## src/rtl/spi_byte_master.sv

```systemverilog
module spi_byte_master #(
  parameter int HALF_BASE = 2,
  parameter int NUM_DEV   = 3
) (
  input  logic               clk,
  input  logic               rst_n,
  input  logic               ctl_we,
  input  logic               data_we,
  input  logic [15:0]        wdata,
  output logic [15:0]        ctl_rdata,
  output logic [7:0]         data_rdata,
  output logic               sck,
  output logic               mosi,
  input  logic               miso,
  output logic [NUM_DEV-1:0] cs_n,
  output logic               irq
);
  localparam int DIVW = $clog2(HALF_BASE * 8) + 1;

  logic [1:0]      rate_q, dev_q;
  logic            hold_q, ie_q, en_q;
  logic            busy_q, cs_act_q, sck_q, irq_q;
  logic [DIVW-1:0] div_q, half_len;
  logic [3:0]      hcnt_q;
  logic [7:0]      tx_q, rx_q, rdata_q;
  logic            tick;

  assign half_len = DIVW'(HALF_BASE) << rate_q;
  assign tick     = busy_q && (div_q == half_len - 1'b1);

  always_ff @(posedge clk) begin
    if (!rst_n) begin
      rate_q   <= '0;
      dev_q    <= '0;
      hold_q   <= 1'b0;
      ie_q     <= 1'b0;
      en_q     <= 1'b0;
      busy_q   <= 1'b0;
      cs_act_q <= 1'b0;
      sck_q    <= 1'b0;
      irq_q    <= 1'b0;
      div_q    <= '0;
      hcnt_q   <= '0;
      tx_q     <= '0;
      rx_q     <= '0;
      rdata_q  <= '0;
    end else begin
      irq_q <= 1'b0;
      if (!busy_q) begin
        if (ctl_we) begin
          rate_q <= wdata[1:0];
          dev_q  <= wdata[9:8];
          hold_q <= wdata[11];
          ie_q   <= wdata[14];
          en_q   <= wdata[15];
          if (!wdata[11] || !wdata[15]) cs_act_q <= 1'b0;
        end else if (data_we && en_q) begin
          busy_q   <= 1'b1;
          cs_act_q <= 1'b1;
          sck_q    <= 1'b0;
          div_q    <= '0;
          hcnt_q   <= '0;
          tx_q     <= wdata[7:0];
        end
      end else if (tick) begin
        div_q  <= '0;
        hcnt_q <= hcnt_q + 4'd1;
        sck_q  <= ~sck_q;
        if (!hcnt_q[0]) rx_q <= {rx_q[6:0], miso};
        else            tx_q <= {tx_q[6:0], 1'b0};
        if (hcnt_q == 4'd15) begin
          busy_q  <= 1'b0;
          rdata_q <= rx_q;
          irq_q   <= ie_q;
          if (!hold_q) cs_act_q <= 1'b0;
        end
      end else begin
        div_q <= div_q + 1'b1;
      end
    end
  end

  for (genvar i = 0; i < NUM_DEV; i++) begin : g_cs
    assign cs_n[i] = ~(cs_act_q && (dev_q == 2'(i)));
  end

  assign sck        = sck_q;
  assign mosi       = tx_q[7];
  assign irq        = irq_q;
  assign data_rdata = rdata_q;
  assign ctl_rdata  = {en_q, ie_q, 2'b00, hold_q, 1'b0, dev_q, busy_q, 5'b00000, rate_q};

  p_sck_idle_low_r6: assert property (@(posedge clk) disable iff (!rst_n)
    !busy_q |-> !sck_q);
  p_cs_single_r3: assert property (@(posedge clk) disable iff (!rst_n)
    $onehot0(~cs_n));
  p_irq_pulse_r7: assert property (@(posedge clk) disable iff (!rst_n)
    irq_q |=> !irq_q);
  p_irq_after_busy_r7: assert property (@(posedge clk) disable iff (!rst_n)
    irq_q |-> (!busy_q && $past(busy_q)));
  p_no_start_disabled_r5: assert property (@(posedge clk) disable iff (!rst_n)
    (!busy_q && data_we && !ctl_we && !en_q) |=> !busy_q);
  p_ctl_frozen_busy_r8: assert property (@(posedge clk) disable iff (!rst_n)
    busy_q |=> ($stable(rate_q) && $stable(dev_q) && $stable(hold_q) && $stable(en_q)));
  p_cs_during_xfer_r4: assert property (@(posedge clk) disable iff (!rst_n)
    busy_q |-> cs_act_q);
endmodule

```

## config.mk

```make
export PLATFORM = sky130hd
export DESIGN_NAME = spi_byte_master
export DESIGN_NICKNAME = d
export VERILOG_FILES = /design/src/rtl/spi_byte_master.sv
export SDC_FILE = /design/constraint.sdc
export NUM_CORES = 1
export LEC_CHECK = 0
export ABC_AREA = 1
export BUFFER_PORTS_ARGS = -buffer_cell sky130_fd_sc_hd__buf_2
export CAP_MARGIN = 10
export CORE_MARGIN = 2
export CORE_UTILIZATION = 55
export CTS_BUF_LIST = sky130_fd_sc_hd__clkbuf_8
export CTS_CLUSTER_DIAMETER = 50
export CTS_CLUSTER_SIZE = 30
export DETAILED_ROUTE_END_ITERATION = 8
export GPL_TIMING_DRIVEN = 0
export PLACE_DENSITY = 0.88
export SETUP_SLACK_MARGIN = 0.15
export SLEW_MARGIN = 20
export SYNTH_ARGS = -nofsm -noshare
export SYNTH_HDL_FRONTEND = slang
export SYNTH_SLANG_ARGS = --single-unit
```

## constraint.sdc

```tcl
create_clock -name clk -period 1.7 [get_ports clk]
set_clock_uncertainty 0.05 [all_clocks]
set_input_delay 0.17 -clock clk [delete_from_list [all_inputs] [get_ports clk]]
set_output_delay 0.17 -clock clk [all_outputs]
set_load 0.02 [all_outputs]
```

# Yosys cells after proc, flatten, opt, wreduce, memory -nomap -nowiden
# Cells that the tools add are included.
# totals
ff_bits	44
inputBits	21
# classes
bitwise_logic	6
reduce_logical	19
mux	29
eq_ne	10
shifts	1
addsub	3
# ops
cell	n
$mux W8	5
$mux W5	4
$mux W1	16
$mux W4	4
$reduce_and A3 Y1	3
$ne A2 B1 Y1 const B	4
$reduce_and A4 Y1	2
$not A1 Y1	6
$add A5 B1 Y5 const B	1
$eq A5 B5 Y1	1
$logic_and A1 B1 Y1	5
$reduce_and A5 Y1	1
$shl A2 B2 Y5 const A	1
$sub A5 B1 Y5 const B	1
$add A4 B1 Y4 const B	1
$eq A4 B4 Y1 const B	1
$reduce_and A2 Y1	2
$ne A3 B1 Y1 const B	1
$reduce_bool A3 Y1	1
$eq A2 B1 Y1 const B	1
$eq A2 B2 Y1 const B	1
$logic_not A1 Y1	2
$logic_not A2 Y1	1
$ne A2 B2 Y1 const B	1
other kinds (2)	2

# Longest topological paths before layout
# Gate-level depths: netlist of the first run.
# logic_depth
ltp_word	6
depth_mapped	11
ltp_nobuf	10

# Worst setup path after synthesis of the first run
# Ideal clock, no wire load.
# synth_path
path_type	register to register
from	reg hcnt_q[0]
to	reg rdata_q[1], in the netlist data_rdata[1]
arrival_ns	1.290
setup_slack_ns	0.227
period_less_slack_ns	1.473
stages_incl_launch_ff	7
path_cell_list	dfxtp_1 > ha_1 > nand2_1 > nor2_1 > nand3_2 > nand2_1 > a21oi_1
# synth_via
elab_chain_cells	2
# synth_lines
element	line_no	rtl
from (decl)	24	logic [3:0] hcnt_q;
from (signal assigned)	67	hcnt_q <= hcnt_q + 4'd1;
$eq A4 B4 Y1	71	if (hcnt_q == 4'd15) begin
$reduce_and A3 Y1 (no line)	--	
to (signal assigned)	73	rdata_q <= rx_q;
to (decl)	25	logic [7:0] tx_q, rx_q, rdata_q;
# No other way between the ends.
# A chain may end at the register's enable or synchronous reset.

# Final worst setup path of the first run
# layout_path
from	reg div_q[0]
to	reg hcnt_q[1]
# layout_via
elab_chain_cells	4
# layout_lines
element	line_no	rtl
from (decl)	23	logic [DIVW-1:0] div_q, half_len;
from (signal assigned)	78	div_q <= div_q + 1'b1;
$eq A5 B5 Y1	29	assign tick = busy_q && (div_q == half_len - 1'b1);
$logic_and A1 B1 Y1	29	
$ne A2 B1 Y1 (no line)	--	
$reduce_and A3 Y1 (no line)	--	
# No other way between the ends.

==> results of run 1 <==
path summary, 6_finish.rpt:
| check | start | endpoint | slack (ns) | cells after the start |
|---|---|---|---|---|
| max | div_q[0] | hcnt_q[1] | 0.01 | 9 |
| min | miso | rx_q[0] | 0.05 | 3 |
| max reg2reg | div_q[0] | hcnt_q[1] | 0.01 | 9 |
| min reg2reg | data_rdata[3] | data_rdata[3] | 0.41 | 2 |
sequential cells by signal, indices dropped and copies added (netlist names), 2 cells and up:
| signal | cells |
|---|---|
| rx_q | 8 |
| tx_q | 8 |
| data_rdata | 8 |
| div_q | 5 |
| hcnt_q | 4 |
| dev_q | 2 |
| rate_q | 2 |
synth_stat cells, types with 2 or more instances:
| cell type | count |
|---|---|
| buf_4 | 14 |
| nand3_1 | 12 |
| or2_2 | 2 |
| inv_2 | 3 |
| clkbuf_1 | 5 |
| ha_1 | 2 |
| nor2_2 | 2 |
| nor2_1 | 31 |
| dfxtp_1 | 44 |
| nor3_1 | 3 |
| buf_2 | 3 |
| nand3_4 | 2 |
| xor2_1 | 3 |
| nand2_1 | 64 |
| inv_1 | 28 |
| nand4_1 | 9 |
| o21ai_0 | 21 |
| a21oi_1 | 30 |
repair_timing:
| action | 4_1_cts | 5_1_grt |
|---|---|---|
| pin swaps | 1 | 8 |
| resized for setup | 6 | 32 |
| setup buffers | 1 | 8 |
| endpoints found under the setup margin | 20 | 34 |
| endpoints found under the hold margin | 0 | 0 |
| gates cloned | 0 | 2 |
through the flow:
step	power [mW]	setup TNS [ns]
detailed placement	1.31	-1.77
finish	2.16	0
floorplan	1.25	0
CTS	2.13	0
global route	2.25	-0.0510
global placement	1.30	-1.16
where the power goes:
group | internal [mW] | switching, mW
clock network | 0.480 | 0.361
logic | 0.0932 | 0.153
registers | 1.05 | 0.0144
worst max-delay path, cell delays in order, from the launching register on:
cell	delay, ns
dfxtp_2	0.34
inv_2	0.04
nor2_1	0.10
nand2_1	0.07
nor2_2	0.16
nand3_4	0.14
inv_2	0.16
buf_6	0.16
nand3_1	0.14
a21oi_2	0.24
layout make-up:
class | count | area [sq um] | area share [%]
multi-input combinational | 194 | 1010 | 38.0
sequential | 44 | 891 | 33.6
timing repair buffer | 50 | 292 | 11.0
buffer | 23 | 161 | 6.09
inverter | 31 | 119 | 4.49
clock buffer | 6 | 82.6 | 3.12
tap | 48 | 60.1 | 2.27
clock inverter | 2 | 38.8 | 1.46
kinds of logic (layout without fill, tap and decap cells):
logic type	count (synthesis)	after routing	synth area share [%]
buffers and inverters	54	112	13.0
xor gates and xnor gates	3	3	1.28
DFF	44	44	43.0
other	1	8	0.183
and+or+nand+nor	127	127	27.8
AOI/OAI and AO/OA	54	54	13.6
adders and majority gates	2	2	1.22
routing by layer:
| layer | global-route usage [%] | share of wire, % | vias up |
|---|---|---|---|
| met5 | 0 | 0 | - |
| met1 | 25.8 | 40 | 942 |
| li1 | - | - | 1025 |
| met4 | 8.85 | 2.7 | 0 |
| met3 | 6.42 | 5.6 | 13 |
| met2 | 42.3 | 51 | 63 |
==> results.ini, run 1 <==
[hold_path]
worstHoldPathType=in -> reg

[power]
static-leakage-power_nw=1.20
ir_worst_vdd_mv=0.573
power_density_mw_per_mm2=813

[cells_and_area]
final_cell_mix=60 x nand2_1, 42 x buf_2, 38 x dfxtp_1
drive_above_1_share_pct=32.6
antenna_cells=0
fin_nets=372
final_util_pct=72.9
fillers=276
stdcell_area_sq_mm=0.00265
instances_no_fill=398
synthToLayoutAreaGrowth_pct=29.2
final_common_cell=nand2_1

[placement]
place_ws_ns=-0.202
dpl.hpwl_mm=3.20
portBuffers=39
placed_area_sq_mm=0.00233
routabilityCongestion=0.841
post-place-cells=379

[setup_path]
startpoint_type=flop
critical_path_class=reg -> reg
cp_max_fo=10
critPathArrivalTime_ns=1.86
cp.required_ns=1.87
endpoint_kind=flop

[cts]
clock_path_buffers=2
clock_latency_ns=0.30
cts_tree=done
clock_sinks=44
htreeDepth=2
postCtsHoldBufs=0
clkTransAtPathRegs_ns=0.08
numCtsBuffers=5
cts-root-buf=clkbuf_8

[run_status]
run_status=completed

[sta]
rsz0062_at_grt=yes
slew_headroom_pct=62.7
tightest_slew_ns=0.559
hold_viol=0
fin_ws_ns=0.0120
period_minus_slack_ns=1.69
finalMaxSlewViolations=0
hold-worst-slack_ns=0.0451
finalSetupViolCount=0
post-route-period-util_pct=99.3
max_freq_mhz=592

[logic_synthesis]
ys_top_cells_by_area=dfxtp_1 43%, nand2_1 12%, a21oi_1 7.3%
syn_inst=285
yosysSeqAreaShare_pct=43.0
synth.avg_cell_area_sq_um=7.20
synth_edf_count=0
netlist.area_leader.share_pct=43.0
yosysUniqueCellTypes=25
ys_warn_count=0
netlist_area_sq_mm=0.00205
synth_top_area_cell=dfxtp_1
ys.flop_type=dfxtp_1
synthArstFlopShare_pct=0
ys_ff_latch=44

[detailed_routing]
avgViaCountPerCell=5.13
drt-total-wl_mm=5.03
drc=0
first_pass_iters=4
ant_nets=0
routedWlPerCell_um=12.6
drt-initial-drc-count=114
num_vias=2043

[die]
die_y_um=65.1
die_w_um=65.1
start_util_pct=56.4
row_count=22
io_pins=51
dieArea_sq_mm=0.00423
core_sq_mm=0.00363

[global_route]
grt_pass1_wl_mm=7.73
gr-total-overflow=0
track_usage_pct=23.3
grt_max_degree=15
grt_pass1_vias=1827
grt_antenna_before_repair=0

[run]
cap_violations=0

Power figures use the tool's default switching activity.
==> run 2, diff against run 1 <==
--- a/config.mk
+++ b/config.mk
@@ -15,6 +15,7 @@
 export CTS_CLUSTER_SIZE = 30
 export DETAILED_ROUTE_END_ITERATION = 8
 export GPL_TIMING_DRIVEN = 0
+export HOLD_SLACK_MARGIN = 0.12
 export PLACE_DENSITY = 0.88
 export SETUP_SLACK_MARGIN = 0.15
 export SLEW_MARGIN = 20
==> run 2 against run 1 <==
Against the previous run: critical path depth did not move; sequential share of layout area down 1.0 points; combinational power increased by 9.3%; global-route usage rose by 1.1 points; maximum frequency increased by 2.1%; final cell count up 2.0%; clock power up 2%; first-iteration DRC count is 96% higher; total power is 1.9% higher; non-clock buffer count increased by 8; utilization increased by 2.3 points; clock-buffer cell count is the same.
==> results.ini, run 2 (synthesized netlist as in run 1, its figures left out) <==
[detailed_routing]
drc=0  ; unchanged
routedWlPerCell_um=14.6  ; was 12.6 um
num_vias=2207  ; was 2043
drt-initial-drc-count=223  ; was 114
maxUsedRoutingLayer=met4  ; unchanged
drt-total-wl_mm=5.93  ; was 5.03 mm
wl_met2_mm=2.95  ; was 2.57 mm
m1WireLength_mm=2.32  ; was 2.03 mm
avgViaCountPerCell=5.44  ; was 5.13
routed-wl-met3_um=433  ; was 280 um
ant_nets=0  ; unchanged
first_pass_iters=5  ; was 4

[cells_and_area]
synthToLayoutAreaGrowth_pct=33.3  ; was 29.2%
instances_no_fill=406  ; was 398
fillers=246  ; was 276
antenna_cells=0  ; unchanged
final_cell_mix=60 x nand2_1, 41 x buf_2, 38 x dfxtp_1  ; was 60 x nand2_1, 42 x buf_2, 38 x dfxtp_1
final_util_pct=75.2  ; was 72.9%
final_common_cell=nand2_1  ; unchanged
stdcell_area_sq_mm=0.00273  ; was 0.00265 sq mm
drive_above_1_share_pct=31.8  ; was 32.6%
fin_nets=380  ; was 372

[global_route]
gr-total-overflow=0  ; unchanged
grt_pass1_wl_mm=8.07  ; was 7.73 mm
grt_pass1_vias=1907  ; was 1827
grt_max_degree=15  ; unchanged
grt_antenna_before_repair=0  ; unchanged
track_usage_pct=24.4  ; was 23.3%

[cts]
clkTransAtPathRegs_ns=0.08  ; about the same
clock_sinks=44  ; unchanged
cts-root-buf=clkbuf_8  ; unchanged
clock_latency_ns=0.31  ; was 0.30 ns
cts_tree=done  ; unchanged
numCtsBuffers=5  ; unchanged
clock_path_buffers=2  ; unchanged
htreeDepth=2  ; unchanged

[die]
row_count=22  ; unchanged
die_w_um=65.1  ; unchanged
io_pins=51  ; unchanged
dieArea_sq_mm=0.00423  ; unchanged
start_util_pct=56.4  ; unchanged
die_y_um=65.1  ; unchanged
core_sq_mm=0.00363  ; unchanged

[power]
static-leakage-power_nw=1.23  ; was 1.20 nW
finalPower_mw=2.20  ; was 2.16 mW
ir_worst_vdd_mv=0.587  ; was 0.573 mV
power_density_mw_per_mm2=804  ; was 813 mW/mm^2

[placement]
dpl.hpwl_mm=3.20  ; unchanged
placed_area_sq_mm=0.00233  ; unchanged
place_ws_ns=-0.202  ; unchanged
post-place-cells=379  ; unchanged
portBuffers=39  ; unchanged
routabilityCongestion=0.841  ; unchanged

[sta]
tightest_slew_ns=0.588  ; was 0.559 ns
hold-worst-slack_ns=0.141  ; was 0.0451 ns
rsz0062_at_grt=yes  ; unchanged
post-route-period-util_pct=97.3  ; was 99.3%
tns_ns=0  ; unchanged
hold_viol=0  ; unchanged
finalSetupViolCount=0  ; unchanged
finalMaxSlewViolations=0  ; unchanged
fin_ws_ns=0.0466  ; was 0.0120 ns
slew_headroom_pct=60.8  ; was 62.7%
period_minus_slack_ns=1.65  ; was 1.69 ns
max_freq_mhz=605  ; was 592 MHz

[setup_path]
critPathArrivalTime_ns=1.83  ; was 1.86 ns
critPathMostFrequentCell=inv_2  ; unchanged
worstPathCellList=inv_2 > nor2_1 > nand2_1 > nor2_2 > nand3_4 > inv_2 > buf_6 > nand3_1 > a21oi_2  ; unchanged
cp_slowest_cell=dfxtp_2  ; unchanged
critical_path_class=reg -> reg  ; unchanged
r2r_start=div_q[0]  ; unchanged
cpPeakStageDelay_ns=0.35  ; was 0.34 ns
startpoint_type=flop  ; unchanged
cp_max_fo=10  ; unchanged
cp.required_ns=1.88  ; was 1.87 ns
cp-startpoint=div_q[0]  ; unchanged
endpoint_kind=flop  ; unchanged

[hold_path]
hp-start=wdata[14]  ; was miso
worstHoldPathType=in -> reg  ; unchanged

[run]
cap_violations=0  ; unchanged

[run_status]
run_status=completed  ; unchanged

-- run 2: cell count changes in the layout (fill, tap and decap cells not counted) --
| cell | delta |
|---|---|
| buf_4 | +1 |
| buf_2 | -1 |
| dlygate4sd3_1 | +8 |
-- run 2: report_power, final --
group | switching [mW] | internal, mW | leakage [nW]
clock network | 0.377 | 0.481 | 0.0614
logic | 0.164 | 0.105 | 0.809
registers | 0.0155 | 1.05 | 0.360
total | 0.557 | 1.64 | 1.23
-- run 2: final timing paths --
path | end | slack (ns) | depth (start not counted)
worst max-delay path | hcnt_q[1] | 0.05 | 9
worst min-delay path | ie_q | 0.14 | 3
worst max register to register | hcnt_q[1] | 0.05 | 9
worst min register to register | data_rdata[3] | 0.41 | 2
-- run 2: cell type report --
| class | instances | area (sq um) | share of cell area [%] |
|---|---|---|---|
| clock buffers | 6 | 82.6 | 3.02 |
| clock inverters | 2 | 38.8 | 1.42 |
| repair buffers | 58 | 374 | 13.7 |
| plain buffers | 23 | 161 | 5.91 |
| multi-input cells | 194 | 1010 | 36.8 |
| well taps | 48 | 60.1 | 2.20 |
| inverters | 31 | 119 | 4.35 |
| flip-flops and latches | 44 | 891 | 32.6 |
-- run 2: worst max-delay path: cells and delay by family, from the launching register on --
family / cells / cell delay [ns]
buffers and inverters: 3 / 0.34
DFF: 1 / 0.35
AOI/OAI and AO/OA: 1 / 0.23
and+or+nand+nor: 5 / 0.61
-- run 2: timing repair --
item / 4_1_cts / 5_1_grt
gates resized for setup: 6 / 33
hold buffers: 8 / 0
endpoints found under the setup margin: 20 / 34
endpoints found under the hold margin: 7 / 0
pin swaps: 1 / 8
buffers inserted: 1 / 8
gates cloned: 0 / 2
-- run 2: routing by layer --
metal,global-route usage (%),vias up
met5,0,-
met4,9.38,0
met3,6.60,27
met2,44.5,128
met1,26.8,1010
li1,-,1042
==> run 3, diff against run 2 <==
==> constraint.sdc (replaced) <==
create_clock -name clk -period 1.6 [get_ports clk]
set_clock_uncertainty 0.05 [all_clocks]
set_input_delay 0.16 -clock clk [delete_from_list [all_inputs] [get_ports clk]]
set_output_delay 0.16 -clock clk [all_outputs]
set_load 0.02 [all_outputs]
==> run 3 against run 2 <==
Against the previous run: non-clock buffer count up 4; first-iteration DRC count up 40%; via count up 0.27%; sequential power up 7%; final area up 1.7%; maximum frequency up 9.6%; wire length up 0.91%; largest cell class unchanged; highest routed layer unchanged.
==> results.ini, run 3 (synthesized netlist as in run 1, its figures left out) <==
[power]
power_density_mw_per_mm2=771  ; was 804 mW/mm^2
ir_worst_vdd_mv=0.574  ; was 0.587 mV
finalPower_mw=2.14  ; was 2.20 mW
static-leakage-power_nw=1.25  ; was 1.23 nW

[cts]
clkTransAtPathRegs_ns=0.09  ; was 0.08 ns
cts-root-buf=clkbuf_8  ; unchanged
numCtsBuffers=5  ; unchanged
htreeDepth=2  ; unchanged
cts_tree=done  ; unchanged
clock_sinks=44  ; unchanged
clock_path_buffers=2  ; unchanged
clock_latency_ns=0.31  ; about the same

[sta]
post-route-period-util_pct=94.3  ; was 97.3%
slew_headroom_pct=61.4  ; was 60.8%
finalSetupViolCount=0  ; unchanged
tns_ns=0  ; unchanged
max_freq_mhz=663  ; was 605 MHz
period_minus_slack_ns=1.51  ; was 1.65 ns
rsz0062_at_grt=yes  ; unchanged
tightest_slew_ns=0.578  ; was 0.588 ns
hold-worst-slack_ns=0.128  ; was 0.141 ns
finalMaxSlewViolations=0  ; unchanged
hold_viol=0  ; unchanged

[setup_path]
r2r-end=data_rdata[0]  ; was hcnt_q[1]
cpPeakStageDelay_ns=0.37  ; was 0.35 ns
cp.required_ns=1.78  ; was 1.88 ns
worstSetupPathDepth=6  ; was 9
critPathArrivalTime_ns=1.69  ; was 1.83 ns
r2r_slack_ns=0.09  ; was 0.05 ns
cp_slowest_cell=dfxtp_1  ; was dfxtp_2
crit_end=data_rdata[0]  ; was hcnt_q[1]
cp_max_fo=8  ; was 10
endpoint_kind=flop  ; unchanged
cp_top_family=simple AND/OR/NAND/NOR gates  ; unchanged
ff2ff_path_depth=6  ; was 9
startpoint_type=flop  ; unchanged
critical_path_class=reg -> reg  ; unchanged
path_buf_inv=1  ; was 3
worstPathCellList=ha_1 > nand2_1 > nor2_4 > buf_12 > nand4_1 > a21oi_1  ; was inv_2 > nor2_1 > nand2_1 > nor2_2 > nand3_4 > inv_2 > buf_6 > nand3_1 > a21oi_2
r2r_start=hcnt_q[1]  ; was div_q[0]
cp-startpoint=hcnt_q[1]  ; was div_q[0]

[placement]
routabilityCongestion=0.818  ; was 0.841
dpl.hpwl_mm=3.08  ; was 3.20 mm
post-place-cells=379  ; unchanged
portBuffers=39  ; unchanged

[cells_and_area]
instances_no_fill=410  ; was 406
multi_input_area_sq_mm=0.00104  ; was 0.00101 sq mm
drive_above_1_share_pct=34.5  ; was 31.8%
synthToLayoutAreaGrowth_pct=35.5  ; was 33.3%
final_common_cell=nand2_1  ; unchanged
final_cell_mix=58 x nand2_1, 41 x buf_2, 36 x dfxtp_1  ; was 60 x nand2_1, 41 x buf_2, 38 x dfxtp_1
final_util_pct=76.5  ; was 75.2%
fillers=234  ; was 246
fin_nets=384  ; was 380
seq_area_sq_um=901  ; was 891 sq um
antenna_cells=0  ; unchanged

[die]
dieArea_sq_mm=0.00423  ; unchanged
core_sq_mm=0.00363  ; unchanged
row_count=22  ; unchanged
start_util_pct=56.4  ; unchanged
die_w_um=65.1  ; unchanged
io_pins=51  ; unchanged
die_y_um=65.1  ; unchanged

[hold_path]
worstHoldPathType=in -> reg  ; unchanged
min_path_cells=3  ; unchanged
hp-start=wdata[9]  ; was wdata[14]

[detailed_routing]
drc=0  ; unchanged
drt-initial-drc-count=313  ; was 223
num_vias=2213  ; was 2207
first_pass_iters=5  ; unchanged
drt-total-wl_mm=5.98  ; was 5.93 mm
ant_nets=0  ; unchanged
avgViaCountPerCell=5.40  ; was 5.44
routedWlPerCell_um=14.6  ; about the same

[global_route]
grt_max_degree=15  ; unchanged
grt_pass1_wl_mm=8.37  ; was 8.07 mm
grt_antenna_before_repair=0  ; unchanged
gr-total-overflow=0  ; unchanged
track_usage_pct=25.6  ; was 24.4%
grt_pass1_vias=1825  ; was 1907

[run_status]
run_status=completed  ; unchanged

[run]
cap_violations=0  ; unchanged

run 3: tightest hold or removal path, stage by stage:
cell     delay (ns)
buf_2          0.08
o21ai_0        0.09
a21oi_1        0.12
run 3: layout make-up:
| class | instances | area share, % |
|---|---|---|
| multi-input cells | 194 | 37.4 |
| flip-flops and latches | 44 | 32.4 |
| repair buffers | 62 | 14.5 |
| plain buffers | 23 | 5.94 |
| inverters | 31 | 4.37 |
| clock buffers | 5 | 2.48 |
| well taps | 48 | 2.16 |
| clock inverters | 3 | 0.675 |
run 3: worst min-delay path by stage:
stage | endpoint | slack (ns)
final | dev_q[1] | 0.13
after global routing | tx_q[6] | 0.14
after CTS | dev_q[1] | 0.13
after detailed placement | rx_q[0] | 0.36
after global placement | rx_q[0] | 0.35
after floorplan | rx_q[0] | 0.24
run 3: report_power, final:
part / switching (mW) / internal, mW / total (mW)
Clock: 0.403 / 0.305 / 0.708
Combinational: 0.179 / 0.120 / 0.298
Sequential: 0.0195 / 1.12 / 1.14
run 3: per-layer routing:
layer | GRT usage (%) | routed length, um | up-vias
met5 | 0 | 0 | -
li1 | - | - | 1047
met2 | 41.9 | 2960 | 134
met3 | 3.65 | 433 | 30
met1 | 32.1 | 2370 | 1002
met4 | 15.1 | 221 | 0
run 3: timing repair:
action,in CTS,in global routing
endpoints found under the hold margin,8,0
hold buffers,8,0
gates resized for setup,16,39
cloned,1,0
pin swaps,8,11
setup endpoints to repair,26,41
buffers inserted,6,8
run 3: through the flow:
stage | cell area [sq um] | setup slack [ns]
after floorplan | 2080 | 0.162
after global placement | 2330 | -0.0268
after detailed placement | 2330 | -0.103
after CTS | 2610 | 0.0809
after global routing | 2780 | -0.00265
final | 2780 | 0.0908
